--- src/rtl/ramp_pkg.sv ---
package ramp_pkg;
  typedef enum logic [1:0] {
    ST_IDLE = 2'd0,
    ST_RUN  = 2'd1,
    ST_DONE = 2'd2
  } ramp_state_t;
endpackage

--- src/rtl/ramp_step_calc.sv ---
module ramp_step_calc #(
  parameter int DAC_W  = 18,
  parameter int STEP_W = 8
) (
  input  logic [DAC_W-1:0]  init_val,
  input  logic [DAC_W-1:0]  final_val,
  input  logic [STEP_W-1:0] num_steps,
  output logic [DAC_W-1:0]  step_inc,
  output logic              step_down
);
  localparam int PAD_W = DAC_W - STEP_W;

  logic [DAC_W-1:0]  span;
  logic [STEP_W-1:0] gaps;
  logic [DAC_W-1:0]  divisor;

  always_comb begin
    step_down = (final_val < init_val);
    span      = step_down ? (init_val - final_val) : (final_val - init_val);
    gaps      = (num_steps > STEP_W'(1)) ? (num_steps - STEP_W'(1)) : STEP_W'(1);
    divisor   = {{PAD_W{1'b0}}, gaps};
    step_inc  = span / divisor;
  end

  // the quotient times the gap count never exceeds the span
  always_comb begin
    if (num_steps > STEP_W'(1))
      a_r3_inc_fits_span: assert ((step_inc * divisor) <= span);
  end
endmodule

--- src/rtl/ramp_dwell_counter.sv ---
module ramp_dwell_counter #(
  parameter int EVT_W = 16
) (
  input  logic             clk,
  input  logic             rst_n,
  input  logic             active,
  input  logic             trig,
  input  logic [EVT_W-1:0] limit,
  output logic             dwell_last
);
  logic [EVT_W-1:0] cnt_q;
  logic             count_en;

  assign count_en   = active & trig;
  assign dwell_last = count_en && (cnt_q == limit - EVT_W'(1));

  always_ff @(posedge clk or negedge rst_n) begin
    if (!rst_n)                  cnt_q <= '0;
    else if (!active || dwell_last) cnt_q <= '0;
    else if (count_en)           cnt_q <= cnt_q + EVT_W'(1);
  end

  // the count at a level stays below the programmed dwell
  a_r5_cnt_below_limit: assert property (@(posedge clk) disable iff (!rst_n)
    active |-> (cnt_q < limit));
  // no count is kept while not running
  a_r5_idle_cnt_zero: assert property (@(posedge clk) disable iff (!rst_n)
    (!active && !$past(active)) |-> (cnt_q == '0));
endmodule

--- src/rtl/ramp_sequencer.sv ---
module ramp_sequencer
  import ramp_pkg::*;
#(
  parameter int DAC_W  = 18,
  parameter int STEP_W = 8,
  parameter int EVT_W  = 16
) (
  input  logic              clk,
  input  logic              rst_n,
  input  logic              start,
  input  logic              abort,
  input  logic [DAC_W-1:0]  init_val,
  input  logic [DAC_W-1:0]  final_val,
  input  logic [STEP_W-1:0] num_steps,
  input  logic [EVT_W-1:0]  events_per_step,
  input  logic              trig,
  output logic [DAC_W-1:0]  dac_out,
  output logic              dac_update,
  output logic              busy,
  output logic              done,
  output logic              cfg_err
);
  ramp_state_t       state_q;
  logic [DAC_W-1:0]  dac_q, fin_q, inc_q;
  logic              down_q, upd_q, err_q;
  logic [STEP_W-1:0] lvl_q, last_lvl_q, lvl_nxt;
  logic [EVT_W-1:0]  evts_q;
  logic [DAC_W-1:0]  calc_inc;
  logic              calc_down;
  logic              cfg_ok, running, dwell_last;

  ramp_step_calc #(.DAC_W(DAC_W), .STEP_W(STEP_W)) u_calc (
    .init_val  (init_val),
    .final_val (final_val),
    .num_steps (num_steps),
    .step_inc  (calc_inc),
    .step_down (calc_down)
  );

  assign running = (state_q == ST_RUN);

  ramp_dwell_counter #(.EVT_W(EVT_W)) u_dwell (
    .clk        (clk),
    .rst_n      (rst_n),
    .active     (running & ~abort),
    .trig       (trig),
    .limit      (evts_q),
    .dwell_last (dwell_last)
  );

  assign cfg_ok  = (num_steps != '0) && (events_per_step != '0);
  assign lvl_nxt = lvl_q + STEP_W'(1);

  always_ff @(posedge clk or negedge rst_n) begin
    if (!rst_n) begin
      state_q    <= ST_IDLE;
      dac_q      <= '0;
      fin_q      <= '0;
      inc_q      <= '0;
      down_q     <= 1'b0;
      upd_q      <= 1'b0;
      err_q      <= 1'b0;
      lvl_q      <= '0;
      last_lvl_q <= '0;
      evts_q     <= '0;
    end else begin
      upd_q <= 1'b0;
      if (abort) begin
        state_q <= ST_IDLE;
        err_q   <= 1'b0;
      end else if (!running) begin
        if (start) begin
          if (cfg_ok) begin
            state_q    <= ST_RUN;
            dac_q      <= init_val;
            fin_q      <= final_val;
            inc_q      <= calc_inc;
            down_q     <= calc_down;
            lvl_q      <= '0;
            last_lvl_q <= num_steps - STEP_W'(1);
            evts_q     <= events_per_step;
            upd_q      <= 1'b1;
            err_q      <= 1'b0;
          end else begin
            state_q <= ST_IDLE;
            err_q   <= 1'b1;
          end
        end
      end else if (dwell_last) begin
        if (lvl_q == last_lvl_q) begin
          state_q <= ST_DONE;
        end else begin
          lvl_q <= lvl_nxt;
          upd_q <= 1'b1;
          if (lvl_nxt == last_lvl_q) dac_q <= fin_q;
          else if (down_q)           dac_q <= dac_q - inc_q;
          else                       dac_q <= dac_q + inc_q;
        end
      end
    end
  end

  assign dac_out    = dac_q;
  assign dac_update = upd_q;
  assign busy       = running;
  assign done       = (state_q == ST_DONE);
  assign cfg_err    = err_q;

  // every change of the output level is flagged
  a_r6_change_flagged: assert property (@(posedge clk) disable iff (!rst_n)
    (dac_out != $past(dac_out)) |-> dac_update);
  // running and finished never overlap
  a_r7_done_busy_excl: assert property (@(posedge clk) disable iff (!rst_n)
    !(done && busy));
  // the level holds while finished
  a_r7_done_holds: assert property (@(posedge clk) disable iff (!rst_n)
    (done && $past(done)) |-> $stable(dac_out));
  // abort leaves the block idle in the next cycle
  a_r10_abort_idle: assert property (@(posedge clk) disable iff (!rst_n)
    $past(abort) |-> (!busy && !done));
  // a rejected start never starts a ramp
  a_r9_err_not_busy: assert property (@(posedge clk) disable iff (!rst_n)
    cfg_err |-> !busy);
  // the level index never passes the last level
  a_r4_lvl_in_range: assert property (@(posedge clk) disable iff (!rst_n)
    busy |-> (lvl_q <= last_lvl_q));
endmodule

--- config.mk ---
export PLATFORM = sky130hd
export DESIGN_NAME = ramp_sequencer
export DESIGN_NICKNAME = d
export VERILOG_FILES = /design/src/rtl/ramp_pkg.sv /design/src/rtl/ramp_step_calc.sv /design/src/rtl/ramp_dwell_counter.sv /design/src/rtl/ramp_sequencer.sv
export SDC_FILE = /design/constraint.sdc
export NUM_CORES = 1
export LEC_CHECK = 0
export BUFFER_PORTS_ARGS = -buffer_cell sky130_fd_sc_hd__clkbuf_2
export CAP_MARGIN = 10
export CORE_MARGIN = 1.5
export CORE_UTILIZATION = 32
export CTS_CLUSTER_SIZE = 14
export DETAILED_ROUTE_END_ITERATION = 7
export GPL_TIMING_DRIVEN = 0
export MAX_ROUTING_LAYER = met4
export PLACE_DENSITY = 0.57
export SYNTH_ARGS = -nofsm -noshare
export SYNTH_HDL_FRONTEND = slang
export SYNTH_SLANG_ARGS = --single-unit
export TNS_END_PERCENT = 1
--- constraint.sdc ---
create_clock -name clk -period 10.3 [get_ports clk]
set_input_delay 1.03 -clock clk [delete_from_list [all_inputs] [get_ports clk]]
set_output_delay 1.03 -clock clk [all_outputs]
set_load 0.005 [all_outputs]
==> results by group <==
Worst hold path
  – Type of the most critical hold path: reg2reg

Synth
  – Share of the synthesized area in the top cell type: 18.2%
  – Top cells by area in the synthesized netlist: dfrtp_1, ha_1, nand2_1
  – Library cell with the largest summed area after synthesis: dfrtp_1
  – Ys flop type: dfrtp_1
  – Share of the yosys chip area belonging to registers: 18.2%
  – Nets in the synthesized netlist: 2,201
  – Synth Instances: 1,958
  – Synthesized area per cell: 7.52 µm²
  – Count of flip-flops with a built-in enable after synthesis: 0
  – Warnings, synthesis: 0
  – Count of state elements after synthesis: 107
  – Post-synthesis cell type count: 97
  – Synthesized area: 0.0147 mm²
  – Async set-or-reset flop fraction in the synthesized netlist: 100%

Critical path
  – Most used cell, CP: o21a_1
  – Type of origin of the critical path: primary input
  – Kind of capture point of the worst setup path: flip-flop
  – Data required time at the worst endpoint: 10.49 ns
  – Cell family with most CP delay: compound AO/OA/AOI/OAI gates
  – Data arrival, critical path: 36.37 ns
  – Highest net fanout along the worst path: 10
  – Crit Path Class: in2reg
  – Crit path buffers/inverters: 43
  – CP max stage delay: 0.55 ns
  – CP max-delay cell: or4b_4

CTS
  – Max clock buf depth: 2
  – Clock tree from TritonCTS: done
  – Number of buffers created by CTS: 9
  – Clock root buffer master: clkbuf_16
  – Clock slew at the register clock pins of the worst setup and hold paths: 0.07 ns
  – Clock tree sinks: 107
  – Clock network latency to the later pin of the worst-skew pair: 0.37 ns
  – CTS HTree Levels: 3

Cells and area
  – Storage cell area: 0.00268 mm²
  – Fraction of layout cells with a size suffix above 1: 29.4%
  – Antenna Diode Count: 0
  – Final layout net count: 2,589
  – Fill count: 4,416
  – Relative area change from synthesis to final layout: 37.3%
  – Area of the multi-input gates: 0.0129 mm²

Status
  – Violated checks: negative setup slack
  – Run status: complete, but fails checks

Timing
  – Number of failing hold endpoints at the final stage: 0
  – Final clock period utilization by the worst path: 351%
  – Post-layout worst setup margin: -25.88 ns
  – Setup total negative slack: -162.89 ns
  – Worst rel slew slack: 5.60%
  – Setup clock skew after layout: 0.0151 ns
  – Crit path time final: 36.18 ns
  – Timing-limited maximum frequency: 27.6 MHz
  – Final Setup Violations: 13
  – Final count of pins violating max slew: 0
  – Worst slew pin tran: 1.42 ns
  – Unrepaired setup endpoints after global routing: yes

GRT
  – Initial antenna violation count: 0
  – Gr usage total: 21.9%
  – Sum of overflow across all layers after global routing: 0
  – Pin count of the biggest net entering global routing: 108
  – Via count of the first global-routing pass: 16,000
  – First-pass GRT wire length: 81,500 µm

Placement
  – Worst slack after detailed placement: -31.38 ns
  – Placer congestion estimate: 0.886
  – Detailed placement HPWL: 38,600 µm
  – Port Buffer Count: 83

Detailed routing
  – DR top layer: met4
  – Via total after detailed routing: 16,300
  – DR WL met3: 1940 µm
  – Met2 Wirelength: 25,600 µm
  – Detailed Route Iter0 Violations: 1,185
  – Via-per-instance ratio: 5.53
  – Number of search-and-repair iterations in the first detailed-routing pass: 8
  – Final wirelength: 52,700 µm
  – Final routed DRC violation total: 0
  – Met1 WL: 23,000 µm
  – Avg WL per Cell: 17.9 µm
  – Post-route ant nets: 0

Die
  – Horiz. Die Dim: 217 µm
  – Number of rows in the core area: 78
  – Initial core utilization: 32.4%
  – Chip Height: 217 µm
  – I/O pin count: 87
  – Area enclosed by the die boundary: 0.0473 mm²
  – Area of the core: 0.0454 mm²

Run
  – Number of max-cap violations: 0
==> sequential cells by signal (all words and copies together) (netlist names) <==
name           flops
lvl_q              8
down_q             1
state_q            2
last_lvl_q         8
evts_q            16
fin_q             18
u_dwell.cnt_q     16
inc_q             18
cfg_err            1
dac_update         1
dac_out           18
==> per-stage QoR <==
step	hold WS (ns)	instance area [µm²]	utilization, %	std cells
6_report	0.480	20200	44.5	2951
5_1_grt	0.498	20200	44.5	2951
4_1_cts	0.482	18900	41.7	2887
3_5_place_dp	0.466	16200	35.6	2641
3_3_place_gp	0.460	16200	35.6	2641
2_1_floorplan	0.440	15000	-	1958
==> what timing repair did <==
item | in CTS | in global routing
resized for setup | 157 | 184
pin swaps | 148 | 173
hold buffers | 0 | 0
endpoints found under the setup margin | 13 | 13
gates cloned | 1 | 0
setup buffers | 230 | 69
==> worst reg2reg max path, stage by stage, from the launching register on <==
cell and delay (ns):
dfrtp_1 0.32, clkbuf_1 0.37, clkbuf_1 0.47, mux2i_1 0.40
ha_1 0.30, a21o_1 0.18, a21o_1 0.20, a21o_1 0.18
a21o_1 0.20, a21oi_1 0.18, o21bai_1 0.12, a21oi_1 0.16
o21bai_1 0.11, a21oi_1 0.16, o21bai_1 0.11, a21oi_1 0.16
o21bai_1 0.10, a21oi_1 0.18, o21bai_1 0.12, a21o_1 0.19
a21oi_1 0.18, xnor2_1 0.14, nand2_1 0.06, o21ai_0 0.10
o21ai_0 0.09
==> Yosys cell counts, types with 5 or more instances <==
| master | number |
|---|---|
| nand2_1 | 243 |
| nor2_1 | 179 |
| ha_1 | 175 |
| a21oi_1 | 124 |
| o21ai_0 | 121 |
| dfrtp_1 | 107 |
| inv_1 | 103 |
| nor3_1 | 97 |
| xnor2_1 | 90 |
| o21a_1 | 69 |
| xor2_1 | 54 |
| nand3_1 | 46 |
| clkbuf_1 | 37 |
| mux2i_1 | 36 |
| a21o_1 | 31 |
| o31ai_1 | 29 |
| a31oi_1 | 26 |
| buf_2 | 24 |
| nand4_1 | 21 |
| o211ai_1 | 21 |
| o21bai_1 | 20 |
| nor4_1 | 18 |
| and2_1 | 17 |
| mux2_2 | 16 |
| or3_1 | 16 |
| nand2b_1 | 15 |
| nor2b_1 | 13 |
| o21ai_1 | 13 |
| a22oi_1 | 12 |
| and3_1 | 12 |
| or2_2 | 12 |
| a211oi_1 | 11 |
| o221ai_1 | 8 |
| o22ai_1 | 8 |
| or4_1 | 8 |
| a21boi_0 | 5 |
| buf_1 | 5 |
| nor3b_1 | 5 |
==> metal layers <==
metal | vias to the layer above | GRT usage, %
li1 | 7907 | -
met5 | - | -
met1 | 7858 | 26.4
met4 | 0 | 9.35
met2 | 419 | 37.4
met3 | 131 | 1.88
==> worst paths after layout <==
path / startpoint / end / slack, ns / cells past startpoint
hold reg to reg: fin_q[2] / fin_q[2] / 0.48 / 2
max in group asynchronous: rst_n / dac_out[0] / 8.92 / 1
min in group asynchronous: rst_n / u_dwell.cnt_q[15] / 0.76 / 1
setup reg to reg: down_q / dac_out[17] / 5.39 / 24
setup / recovery: init_val[14] / inc_q[0] / -25.88 / 208
hold / removal: fin_q[2] / fin_q[2] / 0.48 / 2
==> placed cells by master, fill, tap and decap left out, types with 11 or more instances in the layout <==
cell type / count
a21o_1: 29
a21oi_1: 96
a21oi_2: 18
a21oi_4: 15
a22oi_1: 11
a31oi_1: 20
and2_1: 16
buf_4: 295
buf_6: 20
clkbuf_1: 28
clkbuf_2: 72
dfrtp_1: 107
ha_1: 145
ha_4: 29
inv_1: 93
mux2_2: 14
mux2i_1: 35
nand2_1: 221
nand2_2: 12
nand2b_1: 15
nand3_1: 43
nand4_1: 21
nor2_1: 149
nor2_4: 24
nor3_1: 92
nor4_1: 17
o211ai_1: 21
o21a_1: 67
o21ai_0: 95
o21ai_1: 20
o21ai_2: 19
o21bai_1: 18
o31ai_1: 20
or2_2: 11
or3_1: 15
xnor2_1: 90
xor2_1: 54
==> cells by family after synthesis <==
group	count (synthesis)	share of synthesized area, %
flip-flops	107	18.2
AO/OA/AOI/OAI	568	25.6
XOR/XNOR	144	8.57
AND/OR/NAND/NOR	737	23.9
multiplexers	55	3.93
buffers and inverters	169	4.51
adder cells (fa/ha/maj)	178	15.3
==> cell type report <==
type | instances | area share (%)
multi-input combinational | 1682 | 63.7
timing repair buffer | 381 | 13.5
sequential | 107 | 13.2
tap | 600 | 3.71
buffer | 62 | 2.21
inverter | 103 | 1.96
clock buffer | 10 | 1.13
clock inverter | 6 | 0.489
Power is left out: the tool's default activity adds up to more than one toggle a clock period on the data nets, which glitch-free logic cannot reach.
